--- src/rtl/boot_pkg.sv ---
package boot_pkg;
  typedef enum logic [1:0] {BOOT_NONE, BOOT_BYTE, BOOT_HOST} boot_e;
  typedef enum logic [1:0] {ST_START, ST_COPY, ST_HOST, ST_RUN} state_e;

  typedef struct packed {
    boot_e method;
    logic  host;
    logic  open_drain;
  } cfg_t;

  // straps {D,C,B,A}; B=1 is reserved and falls back to no-boot
  function automatic cfg_t decode_straps(input logic [3:0] m);
    cfg_t c;
    c.host       = 1'b0;
    c.open_drain = 1'b0;
    c.method     = BOOT_NONE;
    if (!m[1]) begin
      if (m[2]) begin
        c.host       = 1'b1;
        c.open_drain = m[3];
        c.method     = m[0] ? BOOT_HOST : BOOT_BYTE;
      end else begin
        c.method     = m[0] ? BOOT_NONE : BOOT_BYTE;
      end
    end
    return c;
  endfunction
endpackage

--- src/rtl/boot_strap_latch.sv ---
module boot_strap_latch
  import boot_pkg::*;
(
  input  logic       clk_i,
  input  logic       rst_ni,
  input  logic [3:0] mode_i,
  output logic [3:0] mode_o,
  output cfg_t       cfg_o
);
  logic [3:0] mode_q;

  // sampled only while reset is held; clock runs during reset
  always_ff @(posedge clk_i) begin
    if (!rst_ni) mode_q <= mode_i;
  end

  assign mode_o = mode_q;
  assign cfg_o  = decode_straps(mode_q);
endmodule

--- src/rtl/boot_byte_copy.sv ---
module boot_byte_copy #(
  parameter int NWORDS    = 32,
  parameter int BYTES_PER = 3,
  parameter int BM_AW     = 16,
  parameter int PM_AW     = 14,
  localparam int WORD_W   = 8 * BYTES_PER,
  localparam int TOTAL    = NWORDS * BYTES_PER,
  localparam int CW       = $clog2(TOTAL + 1),
  localparam int WW       = $clog2(NWORDS + 1),
  localparam int LW       = $clog2(BYTES_PER)
) (
  input  logic              clk_i,
  input  logic              rst_ni,
  input  logic              en_i,
  output logic              bm_rd_o,
  output logic [BM_AW-1:0]  bm_addr_o,
  input  logic [7:0]        bm_data_i,
  output logic              pm_we_o,
  output logic [PM_AW-1:0]  pm_addr_o,
  output logic [WORD_W-1:0] pm_data_o,
  output logic              last_o
);
  logic [CW-1:0]       rd_cnt_q;
  logic                rd_q;
  logic [LW-1:0]       lane_q;
  logic [WW-1:0]       word_q;
  logic [WORD_W-9:0]   acc_q;
  logic                lane_end;

  assign bm_rd_o   = en_i && (rd_cnt_q < CW'(TOTAL));
  assign bm_addr_o = BM_AW'(rd_cnt_q);
  assign lane_end  = (lane_q == LW'(BYTES_PER - 1));
  assign pm_we_o   = en_i && rd_q && lane_end;
  assign pm_addr_o = PM_AW'(word_q);
  assign pm_data_o = {acc_q, bm_data_i};
  assign last_o    = pm_we_o && (word_q == WW'(NWORDS - 1));

  always_ff @(posedge clk_i or negedge rst_ni) begin
    if (!rst_ni) begin
      rd_cnt_q <= '0;
      rd_q     <= 1'b0;
      lane_q   <= '0;
      word_q   <= '0;
      acc_q    <= '0;
    end else if (!en_i) begin
      rd_cnt_q <= '0;
      rd_q     <= 1'b0;
      lane_q   <= '0;
      word_q   <= '0;
    end else begin
      rd_q <= bm_rd_o;
      if (bm_rd_o) rd_cnt_q <= rd_cnt_q + 1'b1;
      if (rd_q) begin
        acc_q <= {acc_q[WORD_W-17:0], bm_data_i};
        if (lane_end) begin
          lane_q <= '0;
          word_q <= word_q + 1'b1;
        end else begin
          lane_q <= lane_q + 1'b1;
        end
      end
    end
  end
endmodule

--- src/rtl/boot_ack_drv.sv ---
module boot_ack_drv (
  input  logic host_i,
  input  logic open_drain_i,
  input  logic ack_i,
  output logic ack_o,
  output logic ack_oe_o
);
  always_comb begin
    ack_o    = 1'b0;
    ack_oe_o = 1'b0;
    if (host_i) begin
      if (open_drain_i) begin
        ack_oe_o = !ack_i;
      end else begin
        ack_o    = ack_i;
        ack_oe_o = 1'b1;
      end
    end
  end
endmodule

--- src/rtl/boot_ctrl.sv ---
module boot_ctrl
  import boot_pkg::*;
#(
  parameter int NWORDS    = 32,
  parameter int BYTES_PER = 3,
  parameter int BM_AW     = 16,
  parameter int PM_AW     = 14,
  localparam int WORD_W   = 8 * BYTES_PER
) (
  input  logic              clk_i,
  input  logic              rst_ni,
  input  logic [3:0]        mode_i,
  output logic              bm_rd_o,
  output logic [BM_AW-1:0]  bm_addr_o,
  input  logic [7:0]        bm_data_i,
  output logic              pm_we_o,
  output logic [PM_AW-1:0]  pm_addr_o,
  output logic [WORD_W-1:0] pm_data_o,
  input  logic              host_we_i,
  input  logic [PM_AW-1:0]  host_addr_i,
  input  logic              ack_i,
  output logic              ack_o,
  output logic              ack_oe_o,
  output logic              core_run_o,
  output logic              boot_done_o,
  output logic              start_ext_o,
  output logic              host_mode_o
);
  cfg_t       cfg;
  logic [3:0] mode_q;
  state_e     state_q, state_d;
  logic       copy_last;

  boot_strap_latch i_strap (
    .clk_i  (clk_i),
    .rst_ni (rst_ni),
    .mode_i (mode_i),
    .mode_o (mode_q),
    .cfg_o  (cfg)
  );

  boot_byte_copy #(
    .NWORDS   (NWORDS),
    .BYTES_PER(BYTES_PER),
    .BM_AW    (BM_AW),
    .PM_AW    (PM_AW)
  ) i_copy (
    .clk_i    (clk_i),
    .rst_ni   (rst_ni),
    .en_i     (state_q == ST_COPY),
    .bm_rd_o  (bm_rd_o),
    .bm_addr_o(bm_addr_o),
    .bm_data_i(bm_data_i),
    .pm_we_o  (pm_we_o),
    .pm_addr_o(pm_addr_o),
    .pm_data_o(pm_data_o),
    .last_o   (copy_last)
  );

  boot_ack_drv i_ack (
    .host_i      (cfg.host),
    .open_drain_i(cfg.open_drain),
    .ack_i       (ack_i),
    .ack_o       (ack_o),
    .ack_oe_o    (ack_oe_o)
  );

  always_comb begin
    state_d = state_q;
    unique case (state_q)
      ST_START: begin
        unique case (cfg.method)
          BOOT_BYTE: state_d = ST_COPY;
          BOOT_HOST: state_d = ST_HOST;
          default:   state_d = ST_RUN;
        endcase
      end
      ST_COPY: if (copy_last) state_d = ST_RUN;
      ST_HOST: if (host_we_i && host_addr_i == '0) state_d = ST_RUN;
      default: state_d = ST_RUN;
    endcase
  end

  always_ff @(posedge clk_i or negedge rst_ni) begin
    if (!rst_ni) state_q <= ST_START;
    else         state_q <= state_d;
  end

  assign core_run_o  = (state_q == ST_RUN);
  assign boot_done_o = core_run_o;
  assign start_ext_o = (cfg.method == BOOT_NONE);
  assign host_mode_o = cfg.host;
endmodule

--- config.mk ---
export PLATFORM = sky130hd
export DESIGN_NAME = boot_ctrl
export DESIGN_NICKNAME = d
export VERILOG_FILES = /design/src/rtl/boot_pkg.sv /design/src/rtl/boot_strap_latch.sv /design/src/rtl/boot_byte_copy.sv /design/src/rtl/boot_ack_drv.sv /design/src/rtl/boot_ctrl.sv
export SDC_FILE = /design/constraint.sdc
export NUM_CORES = 1
export LEC_CHECK = 0
export BUFFER_PORTS_ARGS = -buffer_cell sky130_fd_sc_hd__buf_4
export CAP_MARGIN = 20
export CORE_MARGIN = 4
export CORE_UTILIZATION = 40
export DETAILED_ROUTE_END_ITERATION = 8
export GPL_TIMING_DRIVEN = 0
export HOLD_SLACK_MARGIN = 0.15
export PLACE_DENSITY = 0.71
export REMOVE_ABC_BUFFERS = 1
export SYNTH_ARGS = -nofsm -noshare
export SYNTH_HDL_FRONTEND = slang
export SYNTH_HIERARCHICAL = 1
export SYNTH_SLANG_ARGS = --single-unit
--- constraint.sdc ---
create_clock -name clk_i -period 3.61 [get_ports clk_i]
set_input_delay 0.5415 -clock clk_i [delete_from_list [all_inputs] [get_ports clk_i]]
set_output_delay 0.5415 -clock clk_i [all_outputs]
set_load 0.005 [all_outputs]
## Word level (Yosys, flattened, before mapping)

Cells that the tools add are included.

| storage, ports and cells | value |
|---|---|
| register bits | 38 |
| bits in latches | 0 |
| memory bits (writable) | 0 |
| ROM bits | 0 |
| word-level logic and storage cells | 57 |
| memories kept | 0 |

| operators by class | value |
|---|---|
| $add $sub $neg | 3 |
| $mul | 0 |
| div/mod/pow operators | 0 |
| order comparisons | 1 |
| equal/unequal tests | 12 |
| shift-type cells | 0 |
| multiplexer cells | 22 |
| bitwise logic cells | 0 |
| reductions and logical operators | 12 |

Operators with widths:

| kind | number |
|---|---|
| $mux W6 | 3 |
| $mux W2 | 8 |
| $logic_not A14 Y1 | 1 |
| $mux W7 | 2 |
| $ne A2 B2 Y1 const B | 5 |
| $eq A2 B2 Y1 const B | 4 |
| $add A7 B1 Y7 const B | 1 |
| $lt A7 B7 Y1 const B | 1 |
| $add A6 B1 Y6 const B | 1 |
| $eq A6 B5 Y1 const B | 1 |
| $mux W1 | 6 |
| $pmux W2 S3 | 1 |
| $reduce_and A2 Y1 | 3 |
| $logic_and A1 B1 Y1 | 5 |
| $eq A2 B1 Y1 const B | 2 |
| $logic_not A2 Y1 | 2 |
| $mux W4 | 1 |
| $pmux W2 S2 | 1 |
| $add A2 B1 Y2 const B | 1 |
| $logic_not A1 Y1 | 1 |

## Depth between registers and ports, before layout

| logic depth | value |
|---|---|
| depth in word-level cells | 6 |
| depth in mapped cells | 7 |

## Hierarchy

The synthesis kept the hierarchy.

By module, submodules not included:

| module | instances | cells an instance | area each (sq um) | seq. area each (sq um) |
|---|---|---|---|---|
| boot_byte_copy | 1 | 137 | 1567.8 | 800.8 |
| boot_ctrl | 1 | 18 | 153.9 | 50.0 |
| boot_strap_latch | 1 | 9 | 151.4 | 120.1 |
| boot_ack_drv | 1 | 2 | 16.3 | 0.0 |

## Least setup slack after synthesis

Ideal clock, no wire load.

| timing | value |
|---|---|
| kind | register to output |
| start | reg state_q[1] |
| end | out bm_rd_o |
| data arrival time | 1.178 ns |
| path slack | 1.891 ns |
| cell stages (with the launch flop) | 6 |
| path through | dfrtp_1 > and2b_2 > buf_2 > inv_1 > clkbuf_1 > a21oi_1 |

| on the way | value |
|---|---|
| longest elaborated chain between the ends | 2 |

Ends and longest elaborated chain:

| item | line | text |
|---|---|---|
| start: declaration | boot_ctrl.sv:31 | `state_e state_q, state_d;` |
| start signal: assignment | boot_ctrl.sv:86 | `else state_q <= state_d;` |
| $eq A2 B1 Y1 | boot_ctrl.sv:50 | `.en_i (state_q == ST_COPY),` |
| $logic_and A1 B1 Y1 | boot_byte_copy.sv:30 | `assign bm_rd_o = en_i && (rd_cnt_q < CW'(TOTAL));` |
| end: declaration | boot_ctrl.sv:13 | `output logic bm_rd_o,` |

Every way passes these cells.

## Worst setup path in the final report

Same ends and word-level chain as after synthesis.

==> results.cfg <==
[grt]
gr-total-overflow = 0
antenna_found_initial = 0
grt_pass1_wl_um = 6330
grt_pass1_vias = 1425
grt.total_usage_pct = 13.2
grt_max_degree = 36

[cells_and_area]
fin_nets = 265
diodes = 0
final_util_pct = 54.6
drive_gt1_share_pct = 44.0
final_cell_area_um2 = 2440
area_growth_pct = 29.4

[clocking]
htreeDepth = 2
cts_root_buf = clkbuf_8
numCtsBuffers = 5
hold_buffers = 0
insertion_delay_ns = 0.28
post_cts.repair.setup_buffers = 0
clock-sinks = 38
cts-resized-gates = 0
clk_pin_slew_ns = 0.07
cts_tree = done
cts_max_path_buffers = 2

[logic_synthesis]
ys_seq_area_share_pct = 51.4
synthDistinctLibCells = 42
synth_top_area_share_pct = 45.0
synth_area_leader_cell = dfrtp_1
synthCells = 166
avgSynthCellArea_um2 = 11.4
yosys-top-cells-area = dfrtp_1 (45%), buf_4 (11%), mux2_2 (9.5%), edfxtp_1 (6.4%), nor2_1 (2.8%)
synth_edf_count = 4
async_flop_share_pct = 89.5
syn-cell-area_um2 = 1890
yosys_warnings = 6
ys_ff_latch = 38
ys.flop_type = dfrtp_1

[worst_setup_path]
critPathKind = flip-flop to output pin
crit_chain = and2b_2 -> inv_1 -> a21oi_1 -> buf_4
arrival_ns = 1.63
start_kind = flip-flop
cp.required_ns = 3.07
crit_path_end_kind = output pin
slowest_stage = dfrtp_1
cp-startpoint = state_q[1]$_DFFE_PN0P_
crit_path_max_incr_delay_ns = 0.41
crit_path_max_fanout = 13
reg2reg_from = state_q[0]$_DFFE_PN0P_

[floorplan]
dieWidth_um = 76.7
die_h_um = 76.7
dieArea_um2 = 5890
initial_core_util_pct = 42.2
core_area_um2 = 4470
row_count = 24
num_io_pins = 92

[routing]
via_count = 1405
routed_wl_um = 3640
postRouteAntennaNets = 0
routedWlPerCell_um = 12.7
drt-initial-drc-count = 66
dr.pass1.iters = 4
route.detailed.drc = 0
viasPerCell = 4.91

[pwr]
ir_worst_vdd_mv = 0.317
static-leakage-power_uw = 0.00123
power_density_nw_per_um2 = 494

[sta]
worst_slew_pin_slew_ns = 0.645
fin_crit_sh_pct = 60.2
relSlewSlack_pct = 56.9
skew_ns = 0.00435
setup_violations = 0
period_needed_ns = 2.17
drv_slew = 0
rsz0062_at_grt = false
tns_ns = 0
hold_violations = 0
fmax_mhz = 460

[place]
placed_cell_area_um2 = 2350
gp_congestion = 0.691
port-buffer-count = 74
dp_hpwl_um = 2770

[job]
maxCapViolCount = 0

[hold_path]
hp-class = primary input to asynchronous set/reset pin

[outcome]
status = complete, no violations
-- cells in the final DEF (no fill, tap or decap), drive strengths merged, types with 2 or more instances in the layout --
cell    Yosys  layout
nand2b      2       2
conb        1      17
o21ai       2       2
ha          2       2
clkbuf      1       7
or3         2       2
a21boi      2       2
edfxtp      4       4
nor4        3       3
mux2i       4       4
mux2       16      16
dfrtp      34      34
a21oi       8       8
nor2b       2       2
xor2        2       2
nand2       9       9
xnor2       2       2
buf        29      74
and3b       3       3
nand3b      2       2
nand3       4       4
inv         3       3
nor2       14      14
-- metrics by stage --
step,power (µW),hold WS [ns],setup WS [ns],cells
after CTS,1230,0.207,1.41,286
after detailed placement,929,0.497,1.73,278
after global routing,1290,0.222,1.26,286
after floorplan,708,0.246,2.07,152
final,1210,0.193,1.44,286
after global placement,920,0.490,1.72,278
-- critical path: cells and delay by family (launching register included) --
| family | cells | cell delay [ns] |
|---|---|---|
| AND/OR/NAND/NOR | 1 | 0.32 |
| flip-flops | 1 | 0.41 |
| AO/OA/AOI/OAI | 1 | 0.24 |
| buffers and inverters | 2 | 0.38 |
-- routing by layer --
metal  share of wire [%]  track usage (%)
met1                  39             15.0
met2                  44             20.6
met3                  15             6.67
met4                 1.8             5.98
met5                   0                0
-- path summary, 6_finish.rpt --
kind	endpoint	slack (ns)	depth (start not counted)
max reg2reg	i_copy/acc_q[9]$_DFFE_PN0P_	1.89	3
max in group asynchronous	i_copy/rd_cnt_q[5]$_DFFE_PN0P_	3.11	1
max	bm_rd_o	1.44	4
min in group clk_i	i_strap/mode_o[3]$_DFFE_PN_	0.44	1
min reg2reg	i_copy/acc_q[10]$_DFFE_PN0P_	0.51	1
min	i_copy/acc_q[4]$_DFFE_PN0P_	0.19	1
-- synthesized netlist by cell type, drive strengths merged, types with 2 or more instances --
| library cell | n |
|---|---|
| a21boi | 2 |
| a21oi | 8 |
| and3b | 3 |
| buf | 29 |
| dfrtp | 34 |
| edfxtp | 4 |
| ha | 2 |
| inv | 3 |
| mux2 | 16 |
| mux2i | 4 |
| nand2 | 9 |
| nand2b | 2 |
| nand3 | 4 |
| nand3b | 2 |
| nor2 | 14 |
| nor2b | 2 |
| nor4 | 3 |
| o21ai | 2 |
| or3 | 2 |
| xnor2 | 2 |
| xor2 | 2 |
-- where the power goes --
group	switching [µW]	leakage (µW)	internal [µW]
clock	138	0.0000482	154
combinational	112	0.000711	213
sequential	63.2	0.000473	528
total	313	0.00123	896
-- sequential cells by signal, indices dropped and copies added, names as in the netlist --
name,flops
i_copy/rd_q,1
i_copy/word_q,6
i_copy/lane_q,2
state_q,2
i_copy/acc_q,16
i_copy/rd_cnt_q,7
i_strap/mode_o,4
-- area by class of cell --
| class | instances | area, µm² |
|---|---|---|
| clock inverters | 1 | 5.00 |
| multi-input cells | 111 | 751 |
| flip-flops and latches | 38 | 971 |
| inverters | 3 | 11.3 |
| fillers | 404 | 2030 |
| clock buffers | 7 | 86.3 |
| well taps | 52 | 65.1 |
| repair buffers | 74 | 556 |
-- kinds of logic (layout without fill, tap and decap cells) --
group | Yosys count | in the layout | share of synthesized area, %
compound gates | 16 | 16 | 5.36
xor+xnor | 4 | 4 | 1.85
fa+ha+maj | 2 | 2 | 1.32
buf+inv | 33 | 85 | 12.1
flops | 38 | 38 | 51.4
mux | 20 | 20 | 11.7
other cells | 1 | 17 | 0.198
simple gates | 52 | 52 | 16.2
No activity file was read; power rests on OpenSTA's default activity.
